<file path="config.mk">
export PLATFORM = sky130hd
export DESIGN_NAME = da_hash_filter
export DESIGN_NICKNAME = d
export VERILOG_FILES = /design/src/rtl/dahf_pkg.sv /design/src/rtl/dahf_crc.sv /design/src/rtl/dahf_table.sv /design/src/rtl/dahf_select.sv /design/src/rtl/da_hash_filter.sv
export SDC_FILE = /design/constraint.sdc
export NUM_CORES = 1
export LEC_CHECK = 0
export BUFFER_PORTS_ARGS = -buffer_cell sky130_fd_sc_hd__clkbuf_2
export CORE_ASPECT_RATIO = 1.4
export CORE_UTILIZATION = 28
export DETAILED_ROUTE_END_ITERATION = 8
export PLACE_DENSITY = 0.55
export SLEW_MARGIN = 20
export SYNTH_ARGS = -nofsm -noshare
export SYNTH_HDL_FRONTEND = slang
export SYNTH_HIERARCHICAL = 1
export SYNTH_SLANG_ARGS = --single-unit
</file>
<file path="constraint.sdc">
create_clock -name clk_i -period 2.15 [get_ports clk_i]
set_input_delay 0.43 -clock clk_i [delete_from_list [all_inputs] [get_ports clk_i]]
set_output_delay 0.43 -clock clk_i [all_outputs]
set_load 0.02 [all_outputs]
</file>
<file path="src/rtl/dahf_pkg.sv">
package dahf_pkg;
  localparam int unsigned ADDR_W   = 48;
  localparam int unsigned CRC_W    = 32;
  localparam int unsigned REG_W    = 32;
  localparam int unsigned NUM_REG  = 16;
  localparam int unsigned SEL_W    = $clog2(NUM_REG);
  localparam int unsigned BIT_W    = $clog2(REG_W);
  localparam int unsigned IDX_W    = SEL_W + BIT_W;
  localparam logic [CRC_W-1:0] CRC_POLY = 32'h04C1_1DB7;
  localparam logic [CRC_W-1:0] CRC_INIT = 32'hFFFF_FFFF;

  typedef logic [NUM_REG-1:0][REG_W-1:0] tbl_t;

  typedef struct packed {
    logic             hit;
    logic             mcast;
    logic [IDX_W-1:0] index;
  } lkp_res_t;
endpackage

</file>
<file path="src/rtl/dahf_crc.sv">
module dahf_crc
  import dahf_pkg::*;
#(
  parameter int unsigned DATA_W = ADDR_W
) (
  input  logic [DATA_W-1:0] data_i,
  output logic [CRC_W-1:0]  crc_o
);
  localparam int unsigned NBYTES = DATA_W / 8;

  logic [CRC_W-1:0] stage [DATA_W+1];
  assign stage[0] = CRC_INIT;

  // byte k sits at data_i[DATA_W-1-8k -: 8], fed lsb first
  for (genvar g = 0; g < DATA_W; g++) begin : g_bit
    localparam int unsigned BYTE_N = g / 8;
    localparam int unsigned BIT_N  = g % 8;
    localparam int unsigned POS    = DATA_W - 8 * (BYTE_N + 1) + BIT_N;
    logic fb;
    assign fb           = stage[g][CRC_W-1] ^ data_i[POS];
    assign stage[g+1]   = {stage[g][CRC_W-2:0], 1'b0} ^ ({CRC_W{fb}} & CRC_POLY);
  end

  assign crc_o = stage[DATA_W];

  logic unused_ok;
  assign unused_ok = ^NBYTES;
endmodule

</file>
<file path="src/rtl/dahf_table.sv">
module dahf_table
  import dahf_pkg::*;
(
  input  logic             clk_i,
  input  logic             rst_ni,
  input  logic             we_i,
  input  logic [SEL_W-1:0] sel_i,
  input  logic [REG_W-1:0] wdata_i,
  output tbl_t             tbl_o
);
  tbl_t tbl_q;

  for (genvar r = 0; r < NUM_REG; r++) begin : g_reg
    always_ff @(posedge clk_i or negedge rst_ni) begin
      if (!rst_ni)                                tbl_q[r] <= '0;
      else if (we_i && (sel_i == SEL_W'(r)))      tbl_q[r] <= wdata_i;
    end
  end

  assign tbl_o = tbl_q;
endmodule

</file>
<file path="src/rtl/dahf_select.sv">
module dahf_select
  import dahf_pkg::*;
(
  input  tbl_t             tbl_i,
  input  logic [CRC_W-1:0] crc_i,
  input  logic             ext_i,
  input  logic             mcast_i,
  output lkp_res_t         res_o
);
  logic [SEL_W-1:0] sel;
  logic [BIT_W-1:0] bpos;
  logic [REG_W-1:0] word;

  always_comb begin
    if (ext_i) begin
      sel  = crc_i[CRC_W-1 -: SEL_W];
      bpos = crc_i[CRC_W-1-SEL_W -: BIT_W];
    end else begin
      // half table chosen by address type
      sel  = {mcast_i, crc_i[CRC_W-1 -: SEL_W-1]};
      bpos = crc_i[CRC_W-SEL_W -: BIT_W];
    end
    word = tbl_i[sel];
  end

  always_comb begin
    res_o.mcast = mcast_i;
    // entry 0 is register bit 31
    res_o.hit   = word[REG_W-1-int'(bpos)] && (mcast_i || !ext_i);
    res_o.index = ext_i ? crc_i[CRC_W-1 -: IDX_W]
                        : {1'b0, crc_i[CRC_W-1 -: IDX_W-1]};
  end
endmodule

</file>
<file path="src/rtl/da_hash_filter.sv">
module da_hash_filter
  import dahf_pkg::*;
(
  input  logic              clk_i,
  input  logic              rst_ni,
  input  logic              addr_vld_i,
  input  logic [ADDR_W-1:0] addr_i,
  input  logic              ext_mode_i,
  input  logic              reg_we_i,
  input  logic [SEL_W-1:0]  reg_sel_i,
  input  logic [REG_W-1:0]  reg_wdata_i,
  output logic              hit_o,
  output logic              mcast_o,
  output logic [IDX_W-1:0]  index_o
);
  tbl_t             tbl_w;
  logic [CRC_W-1:0] crc_w;
  lkp_res_t         res_d, res_q;

  dahf_crc #(.DATA_W(ADDR_W)) u_crc (
    .data_i (addr_i),
    .crc_o  (crc_w)
  );

  dahf_table u_table (
    .clk_i   (clk_i),
    .rst_ni  (rst_ni),
    .we_i    (reg_we_i),
    .sel_i   (reg_sel_i),
    .wdata_i (reg_wdata_i),
    .tbl_o   (tbl_w)
  );

  dahf_select u_select (
    .tbl_i   (tbl_w),
    .crc_i   (crc_w),
    .ext_i   (ext_mode_i),
    .mcast_i (addr_i[ADDR_W-8]),
    .res_o   (res_d)
  );

  always_ff @(posedge clk_i or negedge rst_ni) begin
    if (!rst_ni)         res_q <= '0;
    else if (addr_vld_i) res_q <= res_d;
  end

  assign hit_o   = res_q.hit;
  assign mcast_o = res_q.mcast;
  assign index_o = res_q.index;
endmodule

</file>
==> metrics.md <==
| Metric | Value |
|---|---|
| Status | `complete, but fails checks` |
| Violated checks | `negative setup slack` |
| Clk sinks | `523` |
| Final setup vio count | `10` |
| Mapped Cells | `2541` |
| Clk_lat worst skew | `0.64 ns` |
| Share of cells above drive strength 1 | `53.0%` |
| Drt drc | `0` |
| Clk slew on worst S/H paths | `0.06 ns` |
| Hold Vio Cnt, Final | `0` |
| Max Cap Viol | `0` |
| R2r setup slk | `-0.46 ns` |
| CORE AREA | `109000 sq um` |
| Syn avg cell area | `12.1 sq um` |
| Port-buffer cells | `99` |
| Initial antenna violation count | `9` |
| Routed len/inst | `23.5 microns` |
| Core Util, Final | `37.9%` |
| Total gr overflow | `0` |
| DR vias/cell | `5.12` |
| Fin. max-slew vios | `0` |
| WL final | `108000 microns` |
| Die area | `112000 sq um` |
| Mapped Area | `30900 sq um` |
| Normalized max-slew margin | `60.3%` |
| Post-synth net total | `2630` |
| Layout area overhead | `33.7%` |
| Fmax | `177 MHz` |
| Site row count | `143` |
| Die Span Y | `395 microns` |
| Crit end category | `flip-flop` |
| Crit start category | `input port` |
| Die Wd | `283 microns` |
| Unrepaired setup endpoints after global routing | `true` |
| Worst Path Required | `2.66 ns` |
| Gr usage total | `19.2%` |
| Root buf cell | `clkbuf_16` |
| Post-route ant nets | `0` |
| Least-Margin Pin Slew | `0.596 ns` |
| CTS tree | `yes` |
| Worst Skew | `0.0191 ns` |
| Syn. warnings | `6` |
| Total CTS buffers | `53` |
| Iter 0 DRT Violations | `1652` |
| Clock tree buffer depth | `3` |
| Initial Util | `28.3%` |
| Final worst slack | `-3.51 ns` |
| R2R cell count | `10` |
| GP Congestion | `0.856` |
| R2R Path Start | `u_table/tbl_o[71]$_DFFE_PN0P_` |
| WP data arrival | `6.18 ns` |
| Maximum fanout along the worst path | `14` |
| Final setup TNS | `-21.34 ns` |
| First-pass GRT wire length | `162000 microns` |
| H-tree Lvls | `2` |
| Vias in the first global route | `24.5k` |
| IO Count | `100` |
| Worst flop-to-flop path endpoint | `hit_o$_DFFE_PN0P_` |
| Post-DP HPWL | `70900 microns` |
| Worst hold path class | `in -> async` |
| Final #Nets | `3206` |
| Largest net degree at the start of global routing | `74` |
| DR pass1 iterations | `8` |
| DR vias | `23.6k` |
| Tmin final | `5.66 ns` |
| Final Cycle Share | `263%` |
| Worst setup path class | `in -> reg` |
==> per-stage QoR <==
stage	worst slack, ns	cells	hold WS [ns]	cell area, sq um
after global placement	-4.76	4429	0.352	37700
after floorplan	-3.44	2541	0.134	31300
final	-3.51	4605	0.272	41300
after global routing	-3.65	4604	0.287	41300
after CTS	-3.49	4578	0.244	40700
after detailed placement	-4.79	4429	0.354	37700
==> critical path: stages <==
cell and delay, ns:
buf_8 0.10, buf_12 0.13, xnor2_4 0.13, buf_6 0.14
xnor2_4 0.23, xnor3_2 0.54, xnor2_4 0.28, buf_6 0.13
xor2_1 0.12, buf_4 0.15, xnor2_4 0.13, buf_6 0.15
xnor2_4 0.13, xnor3_2 0.51, xnor2_4 0.28, xnor2_4 0.14
or3b_4 0.48, buf_6 0.16, clkbuf_16 0.18, o221ai_2 0.17
a21oi_1 0.07, o31ai_1 0.30, nor4_2 0.08, or4_4 0.58
o31ai_4 0.09, nor4_2 0.07, mux2_4 0.26
==> layout by cell type, fill, tap and decap left out, drive strengths merged, types with 3 or more instances in the layout <==
master / count
nor4: 8
o211ai: 23
nand2b: 12
a221oi: 7
o311ai: 3
nor3: 50
xor2: 61
nor2b: 8
o22ai: 96
inv: 6
clkbuf: 171
mux2i: 41
xor3: 15
nand3: 28
a32o: 4
o21ai: 34
nor2: 24
o31ai: 6
o32ai: 4
a211oi: 27
diode: 4
a21o: 3
clkinv: 14
a31oi: 10
mux2: 646
xnor3: 56
nand2: 178
xnor2: 150
buf: 655
o2111ai: 21
a22oi: 14
a32oi: 22
or3: 3
nand3b: 4
o221ai: 70
a21oi: 96
dfrtp: 523
and3: 8
a211o: 21
==> sequential cells by signal, summed over array words and instances, names as in the netlist <==
name,cells
hit_o,1
u_table/tbl_o,512
index_o,9
mcast_o,1
==> area by class of cell <==
type,count,area (sq um)
timing repair buffer,755,6890
clock buffer,73,1500
antenna,4,10.0
tap,1450,1810
fill,10500,67700
inverter,7,43.8
clock inverter,16,144
sequential,523,13100
multi-input combinational,1777,17800
==> worst max path at each step <==
stage	startpoint	to	slack (ns)	cells past startpoint
after global placement	addr_i[47]	hit_o$_DFFE_PN0P_	-4.76	24
after global routing	addr_i[45]	hit_o$_DFFE_PN0P_	-3.65	29
final	addr_i[45]	hit_o$_DFFE_PN0P_	-3.51	27
after detailed placement	addr_i[44]	hit_o$_DFFE_PN0P_	-4.79	26
after CTS	addr_i[33]	hit_o$_DFFE_PN0P_	-3.49	25
after floorplan	addr_i[46]	hit_o$_DFFE_PN0P_	-3.44	21
==> metal layers <==
layer	wire length, microns	global-route usage (%)
met4	3980	6.65
met2	54500	33.3
met3	4730	2.41
met5	64	0
met1	45000	24.4
==> timing repair <==
action | in CTS | in global routing
gates resized for setup | 153 | 71
hold endpoints to repair | 38 | 0
setup endpoints to repair | 10 | 10
hold buffers | 1 | 0
cloned | 2 | 3
setup buffers | 58 | 24
pin swaps | 62 | 35
Power is not shown: default switching activity piles up to over one toggle a cycle in this logic, so the estimate is an artifact.
